$ cat src/rtl/sar_pkg.sv
package sar_pkg;
  typedef enum logic [1:0] {
    FMT_RJ  = 2'b00,
    FMT_I2S = 2'b01,
    FMT_LJ  = 2'b10,
    FMT_DSP = 2'b11
  } sar_fmt_e;
endpackage

$ cat src/rtl/sar_edge_sync.sv
module sar_edge_sync #(
  parameter int STAGES = 2
) (
  input  logic clk,
  input  logic rst_n,
  input  logic bclk_i,
  input  logic wclk_i,
  input  logic sdata_i,
  output logic bclk_lvl,
  output logic wclk_lvl,
  output logic sdata_lvl,
  output logic bclk_rise,
  output logic bclk_fall
);
  // bundle order: {bit clock, word clock, data}; all three see equal delay
  logic [2:0] stg [STAGES+1];
  logic       bclk_last;

  assign stg[0] = {bclk_i, wclk_i, sdata_i};

  for (genvar i = 0; i < STAGES; i++) begin : g_stage
    always_ff @(posedge clk or negedge rst_n) begin
      if (!rst_n) stg[i+1] <= 3'b000;
      else        stg[i+1] <= stg[i];
    end
  end

  always_ff @(posedge clk or negedge rst_n) begin
    if (!rst_n) bclk_last <= 1'b0;
    else        bclk_last <= stg[STAGES][2];
  end

  assign bclk_lvl  = stg[STAGES][2];
  assign wclk_lvl  = stg[STAGES][1];
  assign sdata_lvl = stg[STAGES][0];
  assign bclk_rise = bclk_lvl & ~bclk_last;
  assign bclk_fall = ~bclk_lvl & bclk_last;
endmodule

$ cat src/rtl/sar_framer.sv
module sar_framer
  import sar_pkg::*;
#(
  parameter int W  = 18,
  parameter int NW = 16
) (
  input  logic         clk,
  input  logic         rst_n,
  input  logic         evt_i,
  input  logic         lr_i,
  input  logic         d_i,
  input  sar_fmt_e     fmt_i,
  input  logic         wide_i,
  output logic         done_vld_o,
  output logic         done_right_o,
  output logic [W-1:0] done_word_o
);
  localparam int CW = $clog2(W + 1);
  localparam logic [CW-1:0] LEN_W = CW'(W);
  localparam logic [CW-1:0] LEN_N = CW'(NW);

  logic          lr_prev, lr_prev_n;
  logic [W-1:0]  sh, sh_n, sh_shift;
  logic          act, act_n;
  logic [CW-1:0] cnt, cnt_n, cnt_inc, len;
  logic          rgt, rgt_n;
  logic          flip, flip_n;
  logic          dv_n, dr_n;
  logic [W-1:0]  dw_n;
  logic          start, start_right;

  function automatic logic [W-1:0] fit(input logic [W-1:0] v, input logic wide);
    return wide ? v : {v[NW-1:0], {(W-NW){1'b0}}};
  endfunction

  assign sh_shift = {sh[W-2:0], d_i};
  assign cnt_inc  = cnt + 1'b1;
  assign len      = wide_i ? LEN_W : LEN_N;

  always_comb begin
    if (fmt_i == FMT_DSP) start = lr_prev & ~lr_i;
    else                  start = lr_prev ^ lr_i;
    unique case (fmt_i)
      FMT_I2S: start_right = lr_i;
      FMT_DSP: start_right = flip;
      default: start_right = ~lr_i;
    endcase
  end

  always_comb begin
    lr_prev_n = lr_prev;
    sh_n      = sh;
    act_n     = act;
    cnt_n     = cnt;
    rgt_n     = rgt;
    flip_n    = flip;
    dv_n      = 1'b0;
    dr_n      = done_right_o;
    dw_n      = done_word_o;
    if (evt_i) begin
      lr_prev_n = lr_i;
      sh_n      = sh_shift;
      if (fmt_i == FMT_RJ) begin
        if (start) begin
          dv_n = 1'b1;
          dr_n = ~lr_prev;
          dw_n = fit(sh, wide_i);
        end
      end else if (start) begin
        act_n = 1'b1;
        rgt_n = start_right;
        cnt_n = (fmt_i == FMT_I2S) ? '0 : CW'(1);
        if (fmt_i == FMT_DSP) flip_n = ~flip;
      end else if (act) begin
        cnt_n = cnt_inc;
        if (cnt_inc == len) begin
          act_n = 1'b0;
          dv_n  = 1'b1;
          dr_n  = rgt;
          dw_n  = fit(sh_shift, wide_i);
        end
      end
    end
  end

  always_ff @(posedge clk or negedge rst_n) begin
    if (!rst_n) begin
      lr_prev      <= 1'b0;
      sh           <= '0;
      act          <= 1'b0;
      cnt          <= '0;
      rgt          <= 1'b0;
      flip         <= 1'b0;
      done_vld_o   <= 1'b0;
      done_right_o <= 1'b0;
      done_word_o  <= '0;
    end else begin
      lr_prev      <= lr_prev_n;
      sh           <= sh_n;
      act          <= act_n;
      cnt          <= cnt_n;
      rgt          <= rgt_n;
      flip         <= flip_n;
      done_vld_o   <= dv_n;
      done_right_o <= dr_n;
      done_word_o  <= dw_n;
    end
  end
endmodule

$ cat src/rtl/sar_pair_out.sv
module sar_pair_out #(
  parameter int W = 18
) (
  input  logic         clk,
  input  logic         rst_n,
  input  logic         done_vld_i,
  input  logic         done_right_i,
  input  logic [W-1:0] done_word_i,
  output logic [W-1:0] left_o,
  output logic [W-1:0] right_o,
  output logic         valid_o
);
  logic [W-1:0] pend_l, pend_l_n, left_n, right_n;
  logic         valid_n;
  logic         take_left, take_pair;

  assign take_left = done_vld_i & ~done_right_i;
  assign take_pair = done_vld_i &  done_right_i;

  always_comb begin
    pend_l_n = take_left ? done_word_i : pend_l;
    left_n   = take_pair ? pend_l      : left_o;
    right_n  = take_pair ? done_word_i : right_o;
    valid_n  = take_pair;
  end

  always_ff @(posedge clk or negedge rst_n) begin
    if (!rst_n) begin
      pend_l  <= '0;
      left_o  <= '0;
      right_o <= '0;
      valid_o <= 1'b0;
    end else begin
      pend_l  <= pend_l_n;
      left_o  <= left_n;
      right_o <= right_n;
      valid_o <= valid_n;
    end
  end
endmodule

$ cat src/rtl/serial_audio_rx.sv
module serial_audio_rx
  import sar_pkg::*;
#(
  parameter int WORD_W      = 18,
  parameter int NARROW_W    = 16,
  parameter int SYNC_STAGES = 2
) (
  input  logic              clk,
  input  logic              rst_n,
  input  logic              bclk_i,
  input  logic              wclk_i,
  input  logic              sdata_i,
  input  logic [1:0]        fmt_i,
  input  logic              wide_i,
  output logic [WORD_W-1:0] left_o,
  output logic [WORD_W-1:0] right_o,
  output logic              valid_o
);
  sar_fmt_e          fmt;
  logic              bclk_lvl, wclk_lvl, sdata_lvl, bclk_rise, bclk_fall;
  logic              bit_evt;
  logic              done_vld, done_right;
  logic [WORD_W-1:0] done_word;

  assign fmt     = sar_fmt_e'(fmt_i);
  assign bit_evt = (fmt == FMT_DSP) ? bclk_fall : bclk_rise;

  sar_edge_sync #(.STAGES(SYNC_STAGES)) u_sync (
    .clk       (clk),
    .rst_n     (rst_n),
    .bclk_i    (bclk_i),
    .wclk_i    (wclk_i),
    .sdata_i   (sdata_i),
    .bclk_lvl  (bclk_lvl),
    .wclk_lvl  (wclk_lvl),
    .sdata_lvl (sdata_lvl),
    .bclk_rise (bclk_rise),
    .bclk_fall (bclk_fall)
  );

  sar_framer #(.W(WORD_W), .NW(NARROW_W)) u_framer (
    .clk          (clk),
    .rst_n        (rst_n),
    .evt_i        (bit_evt),
    .lr_i         (wclk_lvl),
    .d_i          (sdata_lvl),
    .fmt_i        (fmt),
    .wide_i       (wide_i),
    .done_vld_o   (done_vld),
    .done_right_o (done_right),
    .done_word_o  (done_word)
  );

  sar_pair_out #(.W(WORD_W)) u_pair (
    .clk          (clk),
    .rst_n        (rst_n),
    .done_vld_i   (done_vld),
    .done_right_i (done_right),
    .done_word_i  (done_word),
    .left_o       (left_o),
    .right_o      (right_o),
    .valid_o      (valid_o)
  );
endmodule

$ cat config.mk
export PLATFORM = sky130hd
export DESIGN_NAME = serial_audio_rx
export DESIGN_NICKNAME = d
export VERILOG_FILES = /design/src/rtl/sar_pkg.sv /design/src/rtl/sar_edge_sync.sv /design/src/rtl/sar_framer.sv /design/src/rtl/sar_pair_out.sv /design/src/rtl/serial_audio_rx.sv
export SDC_FILE = /design/constraint.sdc
export NUM_CORES = 1
export LEC_CHECK = 0
export BUFFER_PORTS_ARGS = -buffer_cell sky130_fd_sc_hd__buf_2
export CAP_MARGIN = 10
export CELL_PAD_IN_SITES_DETAIL_PLACEMENT = 0
export CELL_PAD_IN_SITES_GLOBAL_PLACEMENT = 1
export CORE_ASPECT_RATIO = 0.75
export CORE_MARGIN = 2
export CORE_UTILIZATION = 50
export CTS_BUF_LIST = sky130_fd_sc_hd__clkbuf_8
export CTS_CLUSTER_DIAMETER = 150
export DETAILED_ROUTE_END_ITERATION = 16
export PLACE_DENSITY_LB_ADDON = 0.2
export SYNTH_ARGS = -nofsm -noshare
export SYNTH_HDL_FRONTEND = slang
export SYNTH_SLANG_ARGS = --single-unit
$ cat constraint.sdc
create_clock -name clk -period 2.3 [get_ports clk]
set_input_delay 0 -clock clk [delete_from_list [all_inputs] [get_ports clk]]
set_output_delay 0 -clock clk [all_outputs]
set_load 0.01 [all_outputs]
# After elaboration in Yosys (flattened, before gate mapping)
# Cells that the tools add are included.
[op_classes]
add_sub_neg = 1
n_eq_ne = 5
muxes = 28
bitwise = 13
n_reduce_logical = 9
[ops]
columns = ["op", "n"]
rows = [
  ["18-bit 2-to-1 mux", 7],
  ["1-bit 2-to-1 mux", 17],
  ["5-bit 2-to-1 mux", 2],
  ["1-bit inverter", 7],
  ["3-bit AND reduction", 2],
  ["2-bit nonzero test", 3],
  ["5-bit by 1-bit adder with 5-bit output, second input constant", 1],
  ["1-bit AND", 5],
  ["5-bit == test", 1],
  ["5-bit AND reduction", 1],
  ["4-bit AND reduction", 1],
  ["2-bit by 1-bit == test with 1-bit output, second input constant", 1],
  ["2-bit == test, second input constant", 1],
  ["2-bit zero test", 1],
  ["2-bit 2-to-1 mux", 1],
  ["2-bit by 1-bit inequality test with 1-bit output, second input constant", 1],
  ["2-bit inequality test, second input constant", 1],
  ["1-bit case mux with 2 select lines", 1],
  ["2-bit AND reduction", 1],
  ["1-bit XOR", 1],
]
[totals]
regBits = 109
inputBits = 8
out_inout_bits = 37
elab_cells = 72

# Longest topological paths before layout
# Gate-level depths: netlist (run 1).
[depth]
ltp_word = 7
depth_mapped = 8
depth_no_buf = 7

# Cells and area by module
# A second synthesis (run 1) with hierarchy kept.
[unflattened]
hier_cells = 310
hier_area_um2 = 4770.8
[by_module_without_submodules]
columns = ["module", "n_inst", "cells_each", "area_each_um2", "seq_area_each_um2"]
rows = [
  ["sar_framer", 1, 182, 2463.6, 1176.1],
  ["sar_pair_out", 1, 117, 2098.3, 1376.3],
  ["sar_edge_sync", 1, 9, 190.2, 175.2],
  ["serial_audio_rx", 1, 2, 18.8, 0.0],
]

# Least setup slack after synthesis (run 1)
# Ideal clock, no wire load.
[synth_timing]
path_type = "reg2reg"
startpoint = "reg u_framer.cnt[0]"
endpoint = "reg u_framer.done_word_o[0]"
setup_time_ns = 0.127
t_arrival_ns = 1.881
required_time_ns = 2.173
slack_ns = 0.291
path_stages_with_launch = 8
n_path_buf = 1
synth_period_minus_slack_ns = 2.009
cell_sequence = "dfrtp_1 -> ha_1 -> xnor2_1 -> a2bb2oi_1 -> nor4_4 -> o21a_1 -> buf_6 -> mux2_1"
[synth_between]
elab_chain_len = 4
[synth_lines]
columns = ["element", "line_no", "text"]
rows = [
  ["from (decl)", "sar_framer.sv:25", "logic [CW-1:0] cnt, cnt_n, cnt_inc, len;"],
  ["from (signal assigned)", "sar_framer.sv:101", "cnt <= cnt_n;"],
  ["5-bit by 1-bit adder with 5-bit output", "sar_framer.sv:37", "assign cnt_inc = cnt + 1'b1;"],
  ["5-bit == test", "sar_framer.sv:76", "if (cnt_inc == len) begin"],
  ["2-bit nonzero test (no source line)", "-", ""],
  ["5-bit AND reduction (no source line)", "-", ""],
  ["to (signal assigned)", "sar_framer.sv:106", "done_word_o <= dw_n;"],
  ["to (decl)", "sar_framer.sv:16", "output logic [W-1:0] done_word_o"],
]
# No other way between the ends.
# A chain may end at the register's enable or synchronous reset.

# Worst setup path in the final report (run 1)
[layout_timing]
startpoint = "reg u_framer.cnt[1]"
endpoint = "reg u_framer.done_word_o[10]"
# The elaborated chain is that of the path after synthesis.

==> impl_results.rst, run 1 <==
.. list-table::
   :header-rows: 1

   * - Metric
     - Value
   * - Outcome
     - complete, no violations
   * - Number of antenna violations at the first check in global routing
     - 0
   * - Final cycle utilization of the critical path
     - 92.60%
   * - Detailed route wirelength on metal3
     - 304 µm
   * - Antenna-violating nets left
     - 0
   * - Die Footprint
     - 10030 µm²
   * - Routed Wire Length
     - 8121 µm
   * - Post-Route Utilization
     - 57.75%
   * - Worst skew pair latency
     - 380 ps
   * - Post-layout worst setup margin
     - ~170 ps
   * - Fill cell total of the finished layout
     - 764
   * - Number of non-filler instances in the completed layout
     - 503
   * - CP startpoint
     - u_framer.cnt[1]
   * - Fraction of layout cells with a size suffix above 1
     - about two fifths
   * - Initial cell density of the core
     - 51.29%
   * - Cell chain of the critical path
     - ha_1 > xnor2_1 > a2bb2oi_2 > nor4_4 > o21a_1 > buf_4 > o221a_1
   * - Number of warnings reported in the yosys synthesis log
     - 0
   * - Clock tree sinks
     - 109
   * - Count of unique library cells instantiated by Yosys
     - 43
   * - Crit path kind
     - reg -> reg
   * - Number of design-rule violations left by the first detailed-router iteration
     - about 140
   * - Transition at the pin with the smallest max-transition slack
     - about 900 ps
   * - Dominant synthesized flop cell
     - sky130_fd_sc_hd__dfrtp_1
   * - Clock root buffer
     - sky130_fd_sc_hd__clkbuf_8
   * - Met1 routed wirelength after detailed routing
     - 4569 µm
   * - Area of all sequential standard cells
     - 2728 µm²
   * - Number of buffers inserted by post-CTS setup repair
     - 0
   * - Routed length on met2
     - roughly 3200 µm
   * - Logic pwr share
     - between 20% and 30%
   * - Max layer used
     - met4
   * - Setup total negative slack
     - 0 ps
   * - Hold violation total from the final report
     - 0
   * - CP bufs+invs
     - 1
   * - Net Sw Power
     - 1.949 mW
   * - Sw frac
     - approximately a third
   * - DIE HEIGHT
     - 87.25 µm
   * - I/O pin count
     - 45
   * - Total DRC errors in the routed layout
     - 0
   * - Power share of the clock group
     - 18.3%
   * - Sequential area share after synthesis
     - 59.03%
   * - Slew Limit Fails
     - 0
   * - Via-to-Cell Ratio
     - 5.382
   * - Via total after detailed routing
     - about 2700
   * - Area of the core
     - 9009 µm²
   * - Total placed cells including tap cells
     - 483
   * - P_int
     - 4.085 mW
   * - Area Overhead vs Synth
     - 12.59%
   * - Mapped Avg Cell Area
     - ~14 µm²
   * - Delay of the slowest cell on the worst path
     - 430 ps
   * - Critical Path AT
     - 2450 ps
   * - Vias in the first global route
     - between 2000 and 3000
   * - Power per cell area
     - 1160 nW/µm²
   * - Cell leakage power
     - 2.420 nW
   * - Final Skew
     - 9.950 ps
   * - Nature of the critical path endpoint
     - flip-flop
   * - Relative slew slack
     - 38.19%
   * - Die width
     - between 100 and 150 µm
   * - Maximum clock rate
     - 0.4695 GHz
   * - Part of the power in registers
     - 53.2%
   * - Unrepaired setup endpoints after global routing
     - false
   * - Std cell rows
     - 30
   * - Fraction of synthesized cell area taken by the top area cell type
     - 59.03%
   * - All-Layer GR Usage
     - 17.87%
   * - Inserted Clock Buffers
     - 9
   * - Routed length per instance
     - 16.15 µm
   * - CTS tree
     - built
   * - Global-route wire length before repair
     - between 10000 and 15000 µm
   * - Net count of the finished layout
     - approximately 400
   * - Number of nets in the synthesized netlist
     - 346
   * - Maximum number of pins on one net before global-route repair
     - between 40 and 50
   * - Total congestion overflow after global routing
     - 0
   * - Post-synth EDFFs
     - 0
   * - Hold/Removal Path Class
     - in -> async
   * - Shortest clock period the worst path allows after layout
     - 2130 ps
   * - Peak supply drop
     - 0.0005952 V
   * - Area after detailed placement
     - 4964 µm²
   * - Ranking of synthesized cells by area
     - sky130_fd_sc_hd__dfrtp_1 59%, sky130_fd_sc_hd__mux2_2 18%, sky130_fd_sc_hd__mux2i_1 3.7%, sky130_fd_sc_hd__nand2_1 3.2%, sky130_fd_sc_hd__o221a_1 3.2%
   * - Family with the most delay on the worst path
     - compound AO/OA/AOI/OAI gates
   * - Worst r2r src
     - u_framer.cnt[1]
   * - Global placer's final weighted congestion
     - 0.7471
   * - Fraction of registers with async set/reset
     - 100.0%
   * - Final setup violation count
     - 0
   * - Clock buffer depth
     - 2
   * - Critical-path maximum fanout
     - 17
   * - Cell area after synthesis
     - 4621 µm²
   * - Detailed-routing iteration count for the pre-antenna-repair pass
     - 4
   * - H-tree levels
     - 3
   * - Worst Setup Start Kind
     - flip-flop
   * - Number of buffers added on ports
     - 44
   * - Synthesized netlist cell count
     - between 300 and 400
   * - Number of diodes
     - 0
   * - Footprint of the multi-input gates
     - 1795 µm²
   * - Max-cap viol count
     - 0
   * - Clock slew at reported path FFs
     - 110 ps
   * - Data required, critical path
     - ~2600 ps
   * - Setup Slack @ Placement
     - 150.8 ps
   * - Largest area contributor in the netlist
     - sky130_fd_sc_hd__dfrtp_1
   * - Detailed placer's ending HPWL
     - 5711 µm
   * - Critical-path cell with the highest stage delay
     - sky130_fd_sc_hd__dfrtp_1
   * - Post-synthesis sequential element count
     - 109
   * - Post-route design area
     - 5202 µm²
==> stage by stage <==
stage	total power [mW]	hold slack, ps
after floorplan	4.297	-295.6
after global placement	4.918	-18.18
after detailed placement	4.995	-17.15
after CTS	6.112	102.2
after global routing	6.476	129.2
final	6.035	89.62
==> Yosys cell counts, types with 3 or more instances <==
| cell type | instances |
|---|---|
| sky130_fd_sc_hd__mux2_2 | 73 |
| sky130_fd_sc_hd__nor2_1 | 6 |
| sky130_fd_sc_hd__inv_1 | 3 |
| sky130_fd_sc_hd__xnor2_1 | 3 |
| sky130_fd_sc_hd__nand2b_1 | 3 |
| sky130_fd_sc_hd__o21ai_0 | 9 |
| sky130_fd_sc_hd__o221a_1 | 13 |
| sky130_fd_sc_hd__clkbuf_1 | 6 |
| sky130_fd_sc_hd__nand3_1 | 6 |
| sky130_fd_sc_hd__o221a_2 | 4 |
| sky130_fd_sc_hd__mux2i_1 | 17 |
| sky130_fd_sc_hd__dfrtp_1 | 109 |
| sky130_fd_sc_hd__nor2b_1 | 3 |
| sky130_fd_sc_hd__nand2_1 | 39 |
| sky130_fd_sc_hd__buf_2 | 5 |
==> worst paths after layout <==
check | to | slack (ps) | cells after the start
setup / recovery | u_framer.done_word_o[10] | 170 | 7
hold / removal | u_pair.pend_l[0] | 90 | 2
setup reg to reg | u_framer.done_word_o[10] | 170 | 7
hold reg to reg | u_sync.bclk_lvl | 360 | 0
max in group asynchronous | u_framer.sh[10] | 1400 | 3
min in group clk | u_framer.rgt | 120 | 4
==> layout by cell type (no fill, tap or decap), types with 2 or more instances in the layout <==
master,Yosys,routed
sky130_fd_sc_hd__xnor2_1,3,3
sky130_fd_sc_hd__o221a_2,4,4
sky130_fd_sc_hd__a41oi_1,2,2
sky130_fd_sc_hd__nand3_1,6,6
sky130_fd_sc_hd__mux2i_1,17,17
sky130_fd_sc_hd__nor2_1,6,6
sky130_fd_sc_hd__mux2_2,73,73
sky130_fd_sc_hd__inv_8,0,3
sky130_fd_sc_hd__buf_2,5,43
sky130_fd_sc_hd__o21ai_0,9,9
sky130_fd_sc_hd__clkbuf_8,0,10
sky130_fd_sc_hd__nor2b_1,3,3
sky130_fd_sc_hd__inv_1,3,3
sky130_fd_sc_hd__nand2b_1,3,3
sky130_fd_sc_hd__dfrtp_1,109,109
sky130_fd_sc_hd__mux2_1,2,2
sky130_fd_sc_hd__a21oi_1,2,2
sky130_fd_sc_hd__nand2_1,39,39
sky130_fd_sc_hd__dlygate4sd3_1,0,4
sky130_fd_sc_hd__buf_4,2,8
sky130_fd_sc_hd__nand2_2,2,2
sky130_fd_sc_hd__o41ai_1,2,2
sky130_fd_sc_hd__ha_1,2,2
sky130_fd_sc_hd__o221a_1,13,13
==> registers in the layout, indices dropped and copies added (netlist names) <==
name                   flops
u_framer.done_word_o      18
u_framer.sh               18
u_pair.left_o             18
u_pair.pend_l             18
u_pair.right_o            18
u_framer.cnt               5
u_sync.stg                 3
u_framer.act               1
u_framer.done_right_o      1
u_framer.done_vld_o        1
u_framer.flip              1
u_framer.lr_prev           1
u_framer.rgt               1
u_pair.valid_o             1
u_sync.bclk_last           1
u_sync.bclk_lvl            1
u_sync.sdata_lvl           1
u_sync.wclk_lvl            1
==> logic make-up (layout without fill, tap and decap cells) <==
logic type               Yosys count  after routing  share of synthesized area [%]
flip-flops                       109            109                          59.03
multiplexers                      92             92                          21.96
AND/OR/NAND/NOR                   69             69                          7.366
AO/OA/AOI/OAI                     40             40                          8.097
buffers and inverters             20             75                          2.247
XOR/XNOR                           4              4                         0.7583
adder cells (fa/ha/maj)            2              2                         0.5415
==> repair_timing <==
action | CTS | global route
endpoints found under the hold margin | 79 | 0
resized for setup | 0 | 1
setup endpoints to repair | 0 | 2
hold buffers | 4 | 0
==> worst reg2reg max path, delay by kind of cell (launching register included) <==
family	cells	cell delay, ps
xor+xnor	1	170
fa+ha+maj	1	270
simple gates	1	290
flops	1	430
compound gates	3	650
buf+inv	1	260
==> power by group through the flow <==
stage          clock network [mW]  logic [mW]  registers [mW]
4_1_cts                      1.16        1.74            3.22
3_5_place_dp                    0        1.73            3.27
2_1_floorplan                   0        1.08            3.22
6_report                     1.11        1.72            3.21
3_3_place_gp                    0        1.69            3.23
5_1_grt                      1.24        1.91            3.32
==> area by class of cell <==
type / count / area share, %
Tap cell: 112 / 2.694
Multi-Input combinational cell: 207 / 34.51
Inverter: 3 / 0.2165
Clock buffer: 10 / 2.646
Clock inverter: 6 / 1.058
Sequential cell: 109 / 52.43
Timing Repair Buffer: 56 / 6.445
==> per-layer routing <==
layer | track usage, % | vias up
li1 | - | 1327
met1 | 28.60 | 1336
met2 | 23.16 | 39
met3 | 5.915 | 5
met4 | 4.272 | 0
met5 | 0 | -
(Power assumes the default switching activity.)
==> run 2: changes to the inputs <==
--- a/config.mk
+++ b/config.mk
@@ -15,7 +15,7 @@
 export CTS_BUF_LIST = sky130_fd_sc_hd__clkbuf_8
 export CTS_CLUSTER_DIAMETER = 150
 export DETAILED_ROUTE_END_ITERATION = 16
-export PLACE_DENSITY_LB_ADDON = 0.2
+export PLACE_DENSITY_LB_ADDON = 0.1
 export SYNTH_ARGS = -nofsm -noshare
 export SYNTH_HDL_FRONTEND = slang
 export SYNTH_SLANG_ARGS = --single-unit
==> run 2 against run 1 <==
  * Via count is 0.55% lower
  * Core utilization is 0.26 points higher
  * Sequential share of layout area is 0.24 points lower
  * Largest power group unchanged
==> impl_results.rst, run 2 (synthesis gave the netlist of run 1 again) <==
.. list-table::
   :header-rows: 1

   * - Metric
     - Value
   * - Total DRC errors in the routed layout
     - 0 (unchanged)
   * - Worst Setup Start Kind
     - flip-flop (unchanged)
   * - Worst skew pair latency
     - 370 ps (was 380 ps)
   * - Final Skew
     - 12.91 ps (was 9.950 ps)
   * - Die Footprint
     - 10030 µm² (unchanged)
   * - Global-route met3 utilization
     - 5.080% (was 5.915%)
   * - Logic pwr share
     - 28.0% (was 28.5%)
   * - Hold violation total from the final report
     - 0 (unchanged)
   * - Via-to-Cell Ratio
     - 5.341 (was 5.382)
   * - Routed length per instance
     - 16.05 µm (was 16.15 µm)
   * - Slew Limit Fails
     - 0 (unchanged)
   * - Commonest cells after routing, fill and taps aside
     - 109 x sky130_fd_sc_hd__dfrtp_1, 73 x sky130_fd_sc_hd__mux2_2, 43 x sky130_fd_sc_hd__buf_2 (unchanged)
   * - Max-cap viol count
     - 0 (unchanged)
   * - CP bufs+invs
     - 1 (unchanged)
   * - Initial cell density of the core
     - 51.29% (unchanged)
   * - P_int
     - 4.191 mW (was 4.085 mW)
   * - Via total after detailed routing
     - 2692 (was 2707)
   * - Clock tree sinks
     - 109 (unchanged)
   * - Area after detailed placement
     - 4971 µm² (was 4964 µm²)
   * - Net count of the finished layout
     - 397 (was 396)
   * - Final cycle utilization of the critical path
     - 94.42% (was 92.60%)
   * - Number of design-rule violations left by the first detailed-router iteration
     - 237 (was 136)
   * - Critical-path cell with the highest stage delay
     - sky130_fd_sc_hd__dfrtp_1 (unchanged)
   * - Shortest clock period the worst path allows after layout
     - 2172 ps (was 2130 ps)
   * - Maximum clock rate
     - 0.4605 GHz (was 0.4695 GHz)
   * - Number of antenna violations at the first check in global routing
     - 0 (unchanged)
   * - Part of the power in registers
     - 52.5% (was 53.2%)
   * - Maximum number of pins on one net before global-route repair
     - 46 (was 44)
   * - Crit path kind
     - reg -> reg (unchanged)
   * - Total congestion overflow after global routing
     - 0 (unchanged)
   * - Routed Wire Length
     - 8088 µm (was 8121 µm)
   * - Global placer's final weighted congestion
     - 0.7699 (was 0.7471)
   * - I/O pin count
     - 45 (unchanged)
   * - All-Layer GR Usage
     - 17.48% (was 17.87%)
   * - Clock buffer depth
     - 2 (unchanged)
   * - Number of diodes
     - 0 (unchanged)
   * - CTS resizes
     - 0 (unchanged)
   * - Vias in the first global route
     - 2576 (was 2621)
   * - Number of buffers added on ports
     - 44 (unchanged)
   * - Post-Route Utilization
     - 58.01% (was 57.75%)
   * - Cell chain of the critical path
     - ha_1 > xnor2_1 > a2bb2oi_1 > nor4_4 > o21a_1 > buf_4 > o221a_2 (was ha_1 > xnor2_1 > a2bb2oi_2 > nor4_4 > o21a_1 > buf_4 > o221a_1)
   * - Outcome
     - complete, no violations (unchanged)
   * - Area Overhead vs Synth
     - 13.11% (was 12.59%)
   * - Transition at the pin with the smallest max-transition slack
     - 869.9 ps (was 927.0 ps)
   * - Fraction of layout cells with a size suffix above 1
     - 39.29% (was 39.39%)
   * - Delay of the slowest cell on the worst path
     - 430 ps (about the same)
   * - CP startpoint
     - u_framer.cnt[1] (unchanged)
   * - Hold/Removal Path Class
     - in -> reg (was in -> async)
   * - Hold-fix buffer count after cts
     - 4 (unchanged)
   * - Inserted Clock Buffers
     - 9 (unchanged)
   * - Setup total negative slack
     - 0 ps (unchanged)
   * - Met1 Resource Use GR
     - 28.49% (was 28.60%)
   * - Layer carrying the most global-route usage
     - met1 (unchanged)
   * - Clock slew at reported path FFs
     - 100 ps (was 110 ps)
   * - Worst r2r src
     - u_framer.cnt[1] (unchanged)
   * - Family with the most delay on the worst path
     - compound AO/OA/AOI/OAI gates (unchanged)
   * - Die width
     - 115.0 µm (unchanged)
   * - Area of the core
     - 9009 µm² (unchanged)
   * - Post-route design area
     - 5226 µm² (was 5202 µm²)
   * - Most frequent standard cell in the layout excluding fill and tap cells
     - sky130_fd_sc_hd__dfrtp_1 (unchanged)
   * - Relative slew slack
     - 42.00% (was 38.19%)
   * - Peak supply drop
     - 0.0005470 V (was 0.0005952 V)
   * - Critical Path AT
     - 2430 ps (was 2450 ps)
   * - Std cell rows
     - 30 (unchanged)
   * - Startpoint of the worst hold path
     - fmt_i[0]
   * - Critical-path maximum fanout
     - 16 (was 17)
   * - H-tree levels
     - 3 (unchanged)
   * - Data required, critical path
     - 2560 ps (was 2620 ps)
   * - Sw frac
     - 31.64% (was 32.30%)
   * - Reg2Reg Setup Slack
     - 130 ps (was 170 ps)
   * - Final setup violation count
     - 0 (unchanged)
   * - Global-route wire length before repair
     - 13320 µm (was 13600 µm)
   * - Fill cell total of the finished layout
     - 772 (was 764)
   * - Net Sw Power
     - 1.940 mW (was 1.949 mW)
   * - Power per cell area
     - 1173 nW/µm² (was 1160 nW/µm²)
   * - Number of buffers inserted by post-CTS setup repair
     - 0 (unchanged)
   * - Unrepaired setup endpoints after global routing
     - false (unchanged)
   * - Antenna-violating nets left
     - 0 (unchanged)
   * - Cell leakage power
     - 2.432 nW (was 2.420 nW)
   * - Met2 Resource Use GR
     - 22.30% (was 23.16%)
   * - Clock root buffer
     - sky130_fd_sc_hd__clkbuf_8 (unchanged)
   * - Nature of the critical path endpoint
     - flip-flop (unchanged)
   * - Power share of the clock group
     - 19.5% (was 18.3%)
   * - DIE HEIGHT
     - 87.25 µm (unchanged)
   * - CTS tree
     - built (unchanged)
   * - Detailed placer's ending HPWL
     - 5797 µm (was 5711 µm)
   * - Detailed-routing iteration count for the pre-antenna-repair pass
     - 4 (unchanged)
run 2: per-stage QoR:
stage	setup slack [ps]	hold WS [ps]	total power, mW	instances
after floorplan	291.4	-295.6	4.297	336
after CTS	127.5	120.9	6.206	504
final	128.4	140.1	6.132	504
after global placement	232.2	39.77	4.937	484
after detailed placement	143.2	36.42	5.000	484
after global routing	3.807	170.2	6.573	504
run 2: final timing paths:
| kind | end | cells after the start |
|---|---|---|
| min in group asynchronous | u_sync.stg[5] | 2 |
| max in group asynchronous | u_pair.pend_l[15] | 3 |
| worst max-delay path | u_framer.done_word_o[6] | 7 |
| worst max register to register | u_framer.done_word_o[6] | 7 |
| worst min register to register | u_sync.bclk_lvl | 0 |
| worst min-delay path | u_framer.rgt | 4 |
run 2: worst min-delay path, delay by kind of cell:
family	cells	cell delay (ps)
compound gates	2	200
simple gates	1	100
buf+inv	1	160
run 2: power by group through the flow:
stage                     Combinational [mW]  Clock [mW]  Sequential [mW]
final                                   1.72        1.20             3.22
after global routing                    1.90        1.34             3.33
after CTS                               1.74        1.24             3.23
after detailed placement                1.73           0             3.27
after global placement                  1.70           0             3.24
after floorplan                         1.08           0             3.22
run 2: layout make-up:
type | instances | area (µm²) | area share, %
Sequential cell | 109 | 2728 | 52.19
Timing Repair Buffer | 57 | 342.8 | 6.560
Tap cell | 112 | 140.1 | 2.681
Clock buffer | 10 | 137.6 | 2.633
Multi-Input combinational cell | 207 | 1789 | 34.24
Inverter | 3 | 11.26 | 0.2155
Clock inverter | 6 | 77.57 | 1.484
run 2: metal layers:
metal,part of all wire (%),up-vias
li1,-,1325
met1,56,1309
met3,3.4,4
met5,0,-
met2,40,54
met4,0.68,0
==> run 3: changes to the inputs <==
--- a/config.mk
+++ b/config.mk
@@ -9,7 +9,7 @@
 export CAP_MARGIN = 10
 export CELL_PAD_IN_SITES_DETAIL_PLACEMENT = 0
 export CELL_PAD_IN_SITES_GLOBAL_PLACEMENT = 1
-export CORE_ASPECT_RATIO = 0.75
+export CORE_ASPECT_RATIO = 0.6
 export CORE_MARGIN = 2
 export CORE_UTILIZATION = 50
 export CTS_BUF_LIST = sky130_fd_sc_hd__clkbuf_8
==> constraint.sdc (replaced) <==
create_clock -name clk -period 2.4 [get_ports clk]
set_input_delay 0 -clock clk [delete_from_list [all_inputs] [get_ports clk]]
set_output_delay 0 -clock clk [all_outputs]
set_load 0.01 [all_outputs]
==> run 3 against run 2 <==
  * First-iteration DRC count decreased by 25%
  * Sequential share of layout area increased by 0.075 points
  * Combinational power decreased by 4%
  * Sequential power decreased by 3%
  * Power decreased by 3.0%
  * Worst hold slack improved by 18 ps
  * Maximum frequency decreased by 2.5%
  * Critical endpoint is now u_framer.done_word_o[4]
  * Non-clock buffer count decreased by 2
  * Cell count increased by 0.20%
  * Register-to-register slack improved by 50 ps
  * Via count increased by 0.26%
  * Clock power about the same
==> impl_results.rst, run 3 (synthesis gave the netlist of run 1 again) <==
.. list-table::
   :header-rows: 1

   * - Metric
     - Value
   * - Power share of the clock group
     - 20.1% (was 19.5%)
   * - Max-cap viol count
     - 0 (unchanged)
   * - Maximum number of pins on one net before global-route repair
     - 47 (was 46)
   * - Sw frac
     - 31.61% (was 31.64%)
   * - Commonest cells after routing, fill and taps aside
     - 109 x sky130_fd_sc_hd__dfrtp_1, 73 x sky130_fd_sc_hd__mux2_2, 43 x sky130_fd_sc_hd__buf_2 (unchanged)
   * - Clock buffer depth
     - 2 (unchanged)
   * - All-Layer GR Usage
     - 18.79% (was 17.48%)
   * - DIE HEIGHT
     - 78.47 µm (was 87.25 µm)
   * - Cell leakage power
     - 2.423 nW (was 2.432 nW)
   * - Post-route design area
     - 5219 µm² (was 5226 µm²)
   * - Inserted Clock Buffers
     - 9 (unchanged)
   * - Worst Setup Start Kind
     - flip-flop (unchanged)
   * - Cell chain of the critical path
     - ha_1 > xnor2_1 > a2bb2oi_1 > nor4_4 > o21a_1 > buf_4 > o221a_2 (unchanged)
   * - Most frequent standard cell in the layout excluding fill and tap cells
     - sky130_fd_sc_hd__dfrtp_1 (unchanged)
   * - Peak supply drop
     - 0.0007209 V (was 0.0005470 V)
   * - Final Skew
     - 13.54 ps (was 12.91 ps)
   * - Setup Slack @ Placement
     - 206.0 ps (was 143.2 ps)
   * - Outcome
     - complete, no violations (unchanged)
   * - Number of diodes
     - 0 (unchanged)
   * - Fraction of layout cells with a size suffix above 1
     - 38.82% (was 39.29%)
   * - Number of buffers added on ports
     - 44 (unchanged)
   * - Shortest clock period the worst path allows after layout
     - 2226 ps (was 2172 ps)
   * - Detailed-routing iteration count for the pre-antenna-repair pass
     - 4 (unchanged)
   * - Unrepaired setup endpoints after global routing
     - false (unchanged)
   * - Final setup violation count
     - 0 (unchanged)
   * - Post-layout worst setup margin
     - 173.5 ps (was 128.4 ps)
   * - Via-to-Cell Ratio
     - 5.345 (was 5.341)
   * - Final cycle utilization of the critical path
     - 92.77% (was 94.42%)
   * - Total placed cells including tap cells
     - 486 (was 484)
   * - Post-Route Utilization
     - 57.43% (was 58.01%)
   * - Power Total
     - 5.949 mW (was 6.132 mW)
   * - Area of the core
     - 9087 µm² (was 9009 µm²)
   * - Number of antenna violations at the first check in global routing
     - 0 (unchanged)
   * - Critical-path maximum fanout
     - 18 (was 16)
   * - Global-route wire length before repair
     - 14270 µm (was 13320 µm)
   * - Logic pwr share
     - 27.7% (was 28.0%)
   * - Worst skew pair latency
     - 360 ps (was 370 ps)
   * - Delay of the slowest cell on the worst path
     - 460 ps (was 430 ps)
   * - Hold-fix buffer count after cts
     - 4 (unchanged)
   * - Slew Limit Fails
     - 0 (unchanged)
   * - Path depth of the worst reg2reg path
     - 7 (unchanged)
   * - CTS resizes
     - 0 (unchanged)
   * - Routed Wire Length
     - 8668 µm (was 8088 µm)
   * - I/O pin count
     - 45 (unchanged)
   * - Area Overhead vs Synth
     - 12.94% (was 13.11%)
   * - Area after detailed placement
     - 4961 µm² (was 4971 µm²)
   * - Detailed placer's ending HPWL
     - 6135 µm (was 5797 µm)
   * - Hold/Removal Path Class
     - in -> async (was in -> reg)
   * - Via total after detailed routing
     - 2699 (was 2692)
   * - Critical-path cell with the highest stage delay
     - sky130_fd_sc_hd__dfrtp_1 (unchanged)
   * - Die Footprint
     - 10050 µm² (was 10030 µm²)
   * - Antenna-violating nets left
     - 0 (unchanged)
   * - Critical Path AT
     - 2470 ps (was 2430 ps)
   * - Routed length per instance
     - 17.16 µm (was 16.05 µm)
   * - Net count of the finished layout
     - 395 (was 397)
   * - Worst hold margin
     - 158.4 ps (was 140.1 ps)
   * - Die width
     - 128.1 µm (was 115.0 µm)
   * - Total DRC errors in the routed layout
     - 0 (unchanged)
   * - H-tree levels
     - 3 (unchanged)
   * - Nature of the critical path endpoint
     - flip-flop (unchanged)
   * - Total congestion overflow after global routing
     - 0 (unchanged)
   * - Global placer's final weighted congestion
     - 0.8288 (was 0.7699)
   * - Part of the power in registers
     - 52.3% (was 52.5%)
   * - Number of non-filler instances in the completed layout
     - 505 (was 504)
   * - Setup total negative slack
     - 0 ps (unchanged)
   * - Std cell rows
     - 27 (was 30)
   * - Clock slew at reported path FFs
     - 90 ps (was 100 ps)
   * - Vias in the first global route
     - 2532 (was 2576)
   * - Number of design-rule violations left by the first detailed-router iteration
     - 178 (was 237)
   * - Clock tree sinks
     - 109 (unchanged)
   * - Net Sw Power
     - 1.881 mW (was 1.940 mW)
   * - Power per cell area
     - 1140 nW/µm² (was 1173 nW/µm²)
   * - CTS tree
     - built (unchanged)
   * - Maximum clock rate
     - 0.4491 GHz (was 0.4605 GHz)
   * - Initial cell density of the core
     - 50.85% (was 51.29%)
   * - Data required, critical path
     - 2640 ps (was 2560 ps)
   * - Crit path kind
     - reg -> reg (unchanged)
   * - Relative slew slack
     - 38.01% (was 42.00%)
   * - Clock root buffer
     - sky130_fd_sc_hd__clkbuf_8 (unchanged)
   * - Hold violation total from the final report
     - 0 (unchanged)
   * - Transition at the pin with the smallest max-transition slack
     - 929.7 ps (was 869.9 ps)
   * - P_int
     - 4.069 mW (was 4.191 mW)
   * - Number of buffers inserted by post-CTS setup repair
     - 0 (unchanged)
run 3: layout make-up:
| cell class | count | area (µm²) |
|---|---|---|
| Tap cell | 116 | 145.1 |
| Inverter | 3 | 11.26 |
| Clock buffer | 9 | 123.9 |
| Sequential cell | 109 | 2728 |
| Fill cell | 760 | 3869 |
| Multi-Input combinational cell | 207 | 1789 |
| Clock inverter | 6 | 93.84 |
| Timing Repair Buffer | 55 | 327.8 |
run 3: layer usage:
| metal | vias up | GRT usage [%] | wire length [µm] | share of wire [%] |
|---|---|---|---|---|
| met4 | 0 | 3.956 | 30 | 0.35 |
| met5 | - | 0 | 0 | 0 |
| met3 | 2 | 5.181 | 350 | 4.0 |
| li1 | 1312 | - | - | - |
| met1 | 1337 | 31.92 | 5036 | 58 |
| met2 | 48 | 22.99 | 3250 | 37 |
run 3: worst paths after layout:
| check | start | endpoint | slack, ps |
|---|---|---|---|
| max | u_framer.cnt[0] | u_framer.done_word_o[4] | 170 |
| min | rst_n | u_sync.bclk_lvl | 160 |
| max reg2reg | u_framer.cnt[0] | u_framer.done_word_o[4] | 170 |
| min reg2reg | u_sync.stg[5] | u_sync.bclk_lvl | 360 |
| max in group asynchronous | rst_n | u_framer.sh[17] | 1530 |
| min in group clk | fmt_i[0] | u_framer.rgt | 160 |
run 3: critical path, delay by kind of cell, from the launching register on:
kind,cells,cell delay [ps]
XOR/XNOR,1,190
AND/OR/NAND/NOR,1,100
flip-flops,1,460
adder cells (fa/ha/maj),1,310
buffers and inverters,1,210
AO/OA/AOI/OAI,3,840
run 3: power groups by stage:
stage | registers (mW) | clock network [mW] | logic (mW)
global placement | 3.12 | 0 | 1.63
CTS | 3.11 | 1.23 | 1.67
finish | 3.11 | 1.19 | 1.65
global route | 3.22 | 1.32 | 1.80
floorplan | 3.08 | 0 | 1.03
detailed placement | 3.15 | 0 | 1.66
